`config.mk`:
```
export PLATFORM = sky130hd
export DESIGN_NAME = bridge_irq_ctrl
export DESIGN_NICKNAME = d
export VERILOG_FILES = /design/src/rtl/bic_pkg.sv /design/src/rtl/bic_status_bank.sv /design/src/rtl/bic_reg_port.sv /design/src/rtl/bic_irq_merge.sv /design/src/rtl/bridge_irq_ctrl.sv
export SDC_FILE = /design/constraint.sdc
export NUM_CORES = 1
export LEC_CHECK = 0
export BUFFER_PORTS_ARGS = -buffer_cell sky130_fd_sc_hd__clkbuf_2
export CAP_MARGIN = 20
export CORE_MARGIN = 2
export CORE_UTILIZATION = 50
export CTS_CLUSTER_DIAMETER = 80
export DETAILED_ROUTE_END_ITERATION = 10
export PLACE_DENSITY = 0.95
export SETUP_SLACK_MARGIN = 0.3
export SYNTH_ARGS = -nofsm -noshare
export SYNTH_HDL_FRONTEND = slang
export SYNTH_HIERARCHICAL = 1
export SYNTH_SLANG_ARGS = --single-unit
export TNS_END_PERCENT = 5
```
`constraint.sdc`:
```
create_clock -name clk -period 3.03 [get_ports clk]
set_input_delay 0.303 -clock clk [delete_from_list [all_inputs] [get_ports clk]]
set_output_delay 0.303 -clock clk [all_outputs]
set_load 0.02 [all_outputs]
```
`src/rtl/bic_pkg.sv`:
```
package bic_pkg;
   localparam int unsigned BIC_NUM_SRC_DEF = 11;

   // register addresses
   localparam int unsigned BIC_ADDR_STATUS = 0;
   localparam int unsigned BIC_ADDR_MASK   = 1;
   localparam int unsigned BIC_ADDR_GEN    = 2;

   // source bit positions
   typedef enum int unsigned {
      SRC_MRD_SERR     = 0,
      SRC_MRD_PERR     = 1,
      SRC_MRD_TABORT   = 2,
      SRC_MWR_SERR     = 3,
      SRC_MWR_PERR     = 4,
      SRC_MWR_TABORT   = 5,
      SRC_MWR_MABORT   = 6,
      SRC_BWR_RETRY    = 7,
      SRC_BWR_RETRY_DC = 8,
      SRC_BWR_RETRY_TO = 9,
      SRC_INIT_SERR    = 10
   } bic_src_e;

   typedef enum logic [1:0] {
      SEL_STATUS = 2'd0,
      SEL_MASK   = 2'd1,
      SEL_GEN    = 2'd2,
      SEL_NONE   = 2'd3
   } bic_sel_e;
endpackage

```
`src/rtl/bic_status_bank.sv`:
```
module bic_status_bank #(
   parameter int unsigned NUM_SRC = 11
) (
   input  logic               clk,
   input  logic               rst_n,
   input  logic [NUM_SRC-1:0] set_i,
   input  logic [NUM_SRC-1:0] clr_i,
   output logic [NUM_SRC-1:0] status_o
);
   // one sticky cell per source; set has priority over clear
   for (genvar gi = 0; gi < NUM_SRC; gi++) begin : g_cell
      logic bit_q;
      always_ff @(posedge clk) begin
         if (!rst_n)
            bit_q <= 1'b0;
         else if (set_i[gi])
            bit_q <= 1'b1;
         else if (clr_i[gi])
            bit_q <= 1'b0;
      end
      assign status_o[gi] = bit_q;
   end
endmodule

```
`src/rtl/bic_reg_port.sv`:
```
module bic_reg_port
   import bic_pkg::*;
#(
   parameter int unsigned NUM_SRC = 11,
   parameter int unsigned ADDR_W  = 2,
   parameter int unsigned DATA_W  = 32
) (
   input  logic               clk,
   input  logic               rst_n,
   input  logic               wr_en_i,
   input  logic               rd_en_i,
   input  logic [ADDR_W-1:0]  addr_i,
   input  logic [DATA_W-1:0]  wdata_i,
   input  logic [NUM_SRC-1:0] status_i,
   output logic [NUM_SRC-1:0] clr_o,
   output logic [NUM_SRC-1:0] mask_o,
   output logic               gen_o,
   output logic [DATA_W-1:0]  rdata_o
);
   bic_sel_e             sel;
   logic [NUM_SRC-1:0]   mask_q;
   logic                 gen_q;
   logic [DATA_W-1:0]    rd_mux;
   logic [DATA_W-1:0]    rdata_q;

   always_comb begin
      if (addr_i == ADDR_W'(BIC_ADDR_STATUS))
         sel = SEL_STATUS;
      else if (addr_i == ADDR_W'(BIC_ADDR_MASK))
         sel = SEL_MASK;
      else if (addr_i == ADDR_W'(BIC_ADDR_GEN))
         sel = SEL_GEN;
      else
         sel = SEL_NONE;
   end

   assign clr_o = (wr_en_i && sel == SEL_STATUS) ? wdata_i[NUM_SRC-1:0] : '0;

   always_ff @(posedge clk) begin
      if (!rst_n) begin
         mask_q <= '0;
         gen_q  <= 1'b0;
      end else if (wr_en_i) begin
         if (sel == SEL_MASK) mask_q <= wdata_i[NUM_SRC-1:0];
         if (sel == SEL_GEN)  gen_q  <= wdata_i[0];
      end
   end

   always_comb begin
      rd_mux = '0;
      case (sel)
         SEL_STATUS: rd_mux[NUM_SRC-1:0] = status_i;
         SEL_MASK:   rd_mux[NUM_SRC-1:0] = mask_q;
         SEL_GEN:    rd_mux[0]           = gen_q;
         default:    rd_mux              = '0;
      endcase
   end

   always_ff @(posedge clk) begin
      if (!rst_n)
         rdata_q <= '0;
      else if (rd_en_i)
         rdata_q <= rd_mux;
   end

   assign mask_o  = mask_q;
   assign gen_o   = gen_q;
   assign rdata_o = rdata_q;
endmodule

```
`src/rtl/bic_irq_merge.sv`:
```
module bic_irq_merge #(
   parameter int unsigned NUM_SRC          = 11,
   parameter int unsigned USER_SYNC_STAGES = 0
) (
   input  logic               clk,
   input  logic               rst_n,
   input  logic [NUM_SRC-1:0] status_i,
   input  logic [NUM_SRC-1:0] mask_i,
   input  logic               gen_i,
   input  logic               user_req_i,
   output logic               user_eff_o,
   output logic               irq_o,
   output logic               periph_n_o
);
   logic irq_q;
   logic bridge_n;

   always_ff @(posedge clk) begin
      if (!rst_n)
         irq_q <= 1'b0;
      else
         irq_q <= gen_i & (|(status_i & mask_i));
   end

   // user request path: direct by default, optional synchronizer chain
   if (USER_SYNC_STAGES == 0) begin : g_user_async
      assign user_eff_o = user_req_i;
   end else begin : g_user_sync
      logic [USER_SYNC_STAGES-1:0] sync_q;
      always_ff @(posedge clk) begin
         if (!rst_n)
            sync_q <= '0;
         else
            sync_q <= {sync_q[USER_SYNC_STAGES-2 >= 0 ? USER_SYNC_STAGES-2 : 0 : 0], user_req_i};
      end
      assign user_eff_o = sync_q[USER_SYNC_STAGES-1];
   end

   assign bridge_n   = ~irq_q;
   assign irq_o      = irq_q;
   assign periph_n_o = (~user_eff_o) & bridge_n;
endmodule

```
`src/rtl/bridge_irq_ctrl.sv`:
```
module bridge_irq_ctrl
   import bic_pkg::*;
#(
   parameter int unsigned NUM_SRC          = BIC_NUM_SRC_DEF,
   parameter int unsigned ADDR_W           = 2,
   parameter int unsigned DATA_W           = 32,
   parameter int unsigned USER_SYNC_STAGES = 0
) (
   input  logic               clk,
   input  logic               rst_n,
   input  logic [NUM_SRC-1:0] evt_pulse,
   input  logic               reg_wr_en,
   input  logic               reg_rd_en,
   input  logic [ADDR_W-1:0]  reg_addr,
   input  logic [DATA_W-1:0]  reg_wdata,
   output logic [DATA_W-1:0]  reg_rdata,
   input  logic               user_irq_req,
   output logic               irq_local,
   output logic               periph_irq_n
);
   localparam int unsigned NUM_REGS = 3;

   if (NUM_SRC < 1 || NUM_SRC > DATA_W) begin : g_bad_src
      $error("bridge_irq_ctrl: NUM_SRC must lie in 1..DATA_W");
   end
   if ((1 << ADDR_W) < NUM_REGS) begin : g_bad_addr
      $error("bridge_irq_ctrl: ADDR_W too small for the register map");
   end
   if (USER_SYNC_STAGES == 1) begin : g_bad_sync
      $error("bridge_irq_ctrl: USER_SYNC_STAGES must be 0 or at least 2");
   end

   logic [NUM_SRC-1:0] status_q;
   logic [NUM_SRC-1:0] clr_vec;
   logic [NUM_SRC-1:0] en_q;
   logic               gen_q;
   logic               user_eff;

   bic_status_bank #(.NUM_SRC(NUM_SRC)) u_status (
      .clk      (clk),
      .rst_n    (rst_n),
      .set_i    (evt_pulse),
      .clr_i    (clr_vec),
      .status_o (status_q)
   );

   bic_reg_port #(.NUM_SRC(NUM_SRC), .ADDR_W(ADDR_W), .DATA_W(DATA_W)) u_regs (
      .clk      (clk),
      .rst_n    (rst_n),
      .wr_en_i  (reg_wr_en),
      .rd_en_i  (reg_rd_en),
      .addr_i   (reg_addr),
      .wdata_i  (reg_wdata),
      .status_i (status_q),
      .clr_o    (clr_vec),
      .mask_o   (en_q),
      .gen_o    (gen_q),
      .rdata_o  (reg_rdata)
   );

   bic_irq_merge #(.NUM_SRC(NUM_SRC), .USER_SYNC_STAGES(USER_SYNC_STAGES)) u_merge (
      .clk        (clk),
      .rst_n      (rst_n),
      .status_i   (status_q),
      .mask_i     (en_q),
      .gen_i      (gen_q),
      .user_req_i (user_irq_req),
      .user_eff_o (user_eff),
      .irq_o      (irq_local),
      .periph_n_o (periph_irq_n)
   );
endmodule

```
==> results of run 1 <==
final cells by class:
cell class	count	area, µm²	share of cell area
Sequential cell	35	701	0.366
Timing Repair Buffer	42	213	0.111
Inverter	10	37.5	0.0196
Clock buffer	7	45.0	0.0235
Multi-Input combinational cell	125	856	0.447
Clock inverter	1	5.00	0.00261
Tap cell	46	57.6	0.0301
stage by stage:
stage	area, µm²	total power [W]	utilization
3_5_place_dp	1860	0.000633	0.546
3_3_place_gp	1860	0.000629	0.546
2_1_floorplan	1910	0.000633	-
5_1_grt	1910	0.000906	0.560
6_report	1910	0.000861	0.560
4_1_cts	1910	0.000872	0.560
per-layer routing:
metal | vias up | global-route usage | wire length [µm]
li1 | 641 | - | -
met1 | 553 | 0.193 | 1460
met2 | 50 | 0.245 | 1350
met3 | 4 | 0.0625 | 240
met4 | 0 | 0.0559 | 39
met5 | - | 0 | 0
where the power goes:
part           leakage, nW  switching (W)  internal [W]
clock network       0.0293       0.000148     0.0000903
registers            0.287      0.0000134      0.000480
logic                0.612      0.0000746     0.0000543
flip-flops by register name, indices dropped and copies added (netlist names):
register               flops
u_status/g_cell.bit_q     11
u_regs/mask_o             11
u_merge/irq_o              1
u_regs/rdata_o            11
u_regs/gen_o               1
worst max-delay path by stage:
| stage | cells past startpoint | from | slack (ps) | endpoint |
|---|---|---|---|---|
| finish | 6 | reg_addr[0] | 1610 | u_status/g_cell[7].bit_q |
| global route | 6 | reg_addr[0] | 1520 | u_status/g_cell[0].bit_q |
| CTS | 6 | reg_addr[0] | 1620 | u_status/g_cell[6].bit_q |
| detailed placement | 6 | reg_addr[0] | 1240 | u_status/g_cell[6].bit_q |
| global placement | 6 | reg_addr[0] | 1290 | u_status/g_cell[9].bit_q |
| floorplan | 6 | reg_addr[0] | 1810 | u_status/g_cell[0].bit_q |
critical path: stages:
cell,delay [ps]
clkbuf_2,290
nor3b_1,500
buf_4,240
and2_1,130
nor2b_1,40
o21a_1,160
==> out/metrics.yaml, run 1 <==
outcome: "finished, final reports clean"
tightest_slew_ps: 568
slew_viol_final: 0
reg2reg_slack_ps: 1980
initial_core_util: 0.537
arrival_ps: 1660
clk_latency_ps: 340
setup.worst_path.class: "in -> reg"
fill_cells: 334
wl_mm: 3.09
fin_cells: 266
dp_slack_ps: 1240
vias: 1248
setup_viol: 0
cts-root-buf: "clkbuf_4"
grt_usage: 0.156
critPathMaxFanout: 15
required_ps: 3270
die_h_um: 64.5
area_delta_synth_final_pct: 4.44
tns_ps: 0
clockBufferDepth: 2
layout_commonest_cell: "clkbuf_2"
grt_pass1_vias: 1098
hp-class: "in -> reg"
min-delay-start: "evt_pulse[5]"
dp.cells: 258
fin_ws_ps: 1610
layout_common_cells: "clkbuf_2 (41), dfxtp_1 (35), mux2i_1 (23), nor2b_1 (23)"
grt-ovfl-total: 0
skew_ps: 5.18
rows: 21
cts_setup_buffers: 0
hold_ws_ps: 162
min_period_ps: 1420
yosys_warnings: 6
hold_violations: 0
cts_resized: 0
dr.pass1.iters: 6
cts_buffers: 5
grt_pass1_wl_mm: 4.96
power_density_mw_per_mm2: 450
wl_per_cell_um: 11.6
peakVddDrop_v: 0.000265
drc: 0
fin_crit_sh: 0.470
dpl.hpwl_mm: 2.37
synthesis.area_mm2: 0.00183
ant_nets: 0
nNetsFinal: 269
cts_tree: "yes"
drive_gt1_frac: 0.223
core_mm2: 0.00342
crit_path_start_kind: "input pin"
hold_depth: 2
antenna_found_initial: 0
max_slew_margin: 0.621
r2r_end: "u_merge/irq_o"
io_buffers: 41
max_freq_ghz: 0.703
die-area_mm2: 0.00417
place_congestion: 0.708
netlist_instances: 191
cts.hold.buffers_added: 0
io_pins: 84
clk_pin_slew_ps: 100
crit_path_end_kind: "register"
cts_num_sinks: 35
reg2reg_depth: 3
hold-path-endpoint: "u_status/g_cell[5].bit_q"
grt_max_degree: 36
die_w_um: 64.5
drtIter0Drc: 41
vias_per_cell: 4.69
avgSynthCellArea_um2: 9.60
htreeDepth: 2
max_cap_violations: 0
p_leak_nw: 0.929
diodes: 0
rsz0062_at_grt: "no"
rr_startpoint: "u_status/g_cell[3].bit_q"
(Power assumes the default switching activity.)
==> run 2: changes to the inputs <==
ABC_AREA = 1   (was not set)
CORE_UTILIZATION = 47   (was 50)
PLACE_DENSITY = 0.9   (was 0.95)
clock period = 1.39 ns   (was 3.03 ns; I/O delays follow)
==> out/metrics.yaml, run 2 <==
hold-path-endpoint: "u_status/g_cell[5].bit_q"  # unchanged
yosys_warnings: 6  # unchanged
min-delay-start: "evt_pulse[5]"  # unchanged
wl_per_cell_um: 9.09  # was 11.6 µm
hold_violations: 0  # unchanged
skew_ps: 3.81  # was 5.18 ps
area_delta_synth_final_pct: 8.79  # was 4.44%
arrival_ps: 840  # was 1660 ps
seqCellArea_um2: 701  # unchanged
rows: 23  # was 21
p_leak_nw: 1.19  # was 0.929 nW
path_buf_inv: 1  # was 2
initial_core_util: 0.484  # was 0.537
core_mm2: 0.00397  # was 0.00342 mm²
io_pins: 84  # unchanged
nNetsFinal: 373  # was 269
avgSynthCellArea_um2: 6.54  # was 9.60 µm²
die_w_um: 67.9  # was 64.5 µm
reg2reg_depth: 6  # was 3
min_period_ps: 980
cts_num_sinks: 35  # unchanged
setup_viol: 0  # unchanged
cpMaxStageDelayCell: "dfxtp_1"  # was nor3b_1
outcome: "finished, final reports clean"  # unchanged
drive_gt1_frac: 0.204  # was 0.223
hold_depth: 3  # was 2
ant_nets: 0  # unchanged
grt-ovfl-total: 0  # unchanged
clk_latency_ps: 290  # was 340 ps
cts-root-buf: "clkbuf_8"  # was clkbuf_4
die_h_um: 67.9  # was 64.5 µm
clk_pin_slew_ps: 70  # was 100 ps
grt_pass1_vias: 1399  # was 1098
fin_util: 0.526  # was 0.560
max_cap_violations: 0  # unchanged
vias: 1569  # was 1248
tns_ps: 0  # unchanged
crit_path_start_kind: "register"  # was input pin
crit_path_max_incr_delay_ps: 310  # was 500 ps
layout_commonest_cell: "nand2_1"  # was clkbuf_2
critPathMaxFanout: 2  # was 15
max_freq_ghz: 1.02
wl_mm: 3.40  # was 3.09 mm
htreeDepth: 2  # unchanged
dr.pass1.iters: 4  # was 6
rr_startpoint: "u_status/g_cell[7].bit_q"  # was u_status/g_cell[3].bit_q
setup.worst_path.class: "reg -> out"  # was in -> reg
synthesis.area_mm2: 0.00192  # was 0.00183 mm²
cts.hold.buffers_added: 0  # unchanged
cts_setup_buffers: 0  # unchanged
worstPathCellList: "nor2_1 > clkbuf_2"  # was clkbuf_2 > nor3b_1 > buf_4 > and2_1 > nor2b_1 > o21a_1
fill_cells: 364  # was 334
crit_family: "flip-flops"  # was simple AND/OR/NAND/NOR gates
io_buffers: 41  # unchanged
grt_usage: 0.166  # was 0.156
power_density_mw_per_mm2: 1140  # was 450 mW/mm²
reg2reg_slack_ps: 520  # was 1980 ps
cts_resized: 0  # unchanged
die-area_mm2: 0.00462  # was 0.00417 mm²
antenna_found_initial: 0  # unchanged
dpl.hpwl_mm: 2.52  # was 2.37 mm
slew_viol_final: 0  # unchanged
dp_slack_ps: 269  # was 1240 ps
fin_ws_ps: 410  # was 1610 ps
fin_crit_sh: 0.705
diodes: 0  # unchanged
crit_path_end_kind: "primary output"  # was register
rsz0062_at_grt: "no"  # unchanged
netlist_instances: 294  # was 191
layout_common_cells: "nand2_1 (61), nor2_1 (59), inv_1 (51), clkbuf_2 (41), dfxtp_1 (35)"  # was clkbuf_2 (41), dfxtp_1 (35), mux2i_1 (23), nor2b_1 (23)
cts_tree: "yes"  # unchanged
place_congestion: 0.818  # was 0.708
grt_pass1_wl_mm: 5.68  # was 4.96 mm
clockBufferDepth: 2  # unchanged
peakVddDrop_v: 0.000698  # was 0.000265 V
hp-class: "in -> reg"  # unchanged
multiInputGateArea_um2: 791  # was 856 µm²
drc: 0  # unchanged
required_ps: 1250  # was 3270 ps
vias_per_cell: 4.20  # was 4.69
drtIter0Drc: 50  # was 41
r2r_end: "u_merge/irq_o"  # unchanged
grt_max_degree: 23  # was 36
p_total_w: 0.00238  # was 0.000861 W
cts_buffers: 5  # unchanged
## run 2: cell types whose count changed in the layout (fill, tap and decap cells not counted), moves of 21 or more
cell and change:
and2_1 -21, inv_1 +41, mux2i_1 -23, nand2_1 +60, nor2_1 +58, nor2b_1 -23
## run 2: area by class of cell
cell class                 count  area share
clock buffer                   6      0.0395
tap                           50      0.0299
clock inverter                 2      0.0168
inverter                      55      0.0987
timing repair buffer          42       0.102
sequential                    35       0.335
multi-input combinational    184       0.378
## run 2: worst max path at each step
stage	from	endpoint	slack, ps	cells past startpoint
2_1_floorplan	reg_addr[1]	u_status/g_cell[0].bit_q	540	7
3_3_place_gp	reg_addr[1]	u_status/g_cell[1].bit_q	300	7
3_5_place_dp	reg_addr[1]	u_status/g_cell[9].bit_q	270	7
4_1_cts	u_merge/irq_o	periph_irq_n	400	2
5_1_grt	u_merge/irq_o	periph_irq_n	350	2
6_report	u_merge/irq_o	periph_irq_n	410	2
## run 2: power by group
part / switching, W / internal, W
clock network: 0.000355 / 0.000580
logic: 0.000230 / 0.000113
registers: 0.0000412 / 0.00106
total: 0.000626 / 0.00176
## run 2: per-layer routing
layer	track usage	vias to the layer above	wire (µm)
li1	-	866	-
met1	0.184	640	1470
met2	0.286	56	1640
met3	0.0477	7	223
met4	0.0850	0	72
met5	0	-	0
## run 2: tightest hold or removal path, stage by stage
cell	delay [ps]
clkbuf_2	80
inv_1	50
a21oi_2	50
## run 2: through the flow
step           hold slack, ps  cell area (µm²)  instances
6_report                 64.6             2090        374
5_1_grt                  62.6             2090        374
4_1_cts                  62.0             2090        374
3_5_place_dp              372             1970        366
3_3_place_gp              367             1970        366
2_1_floorplan             271             2000        314
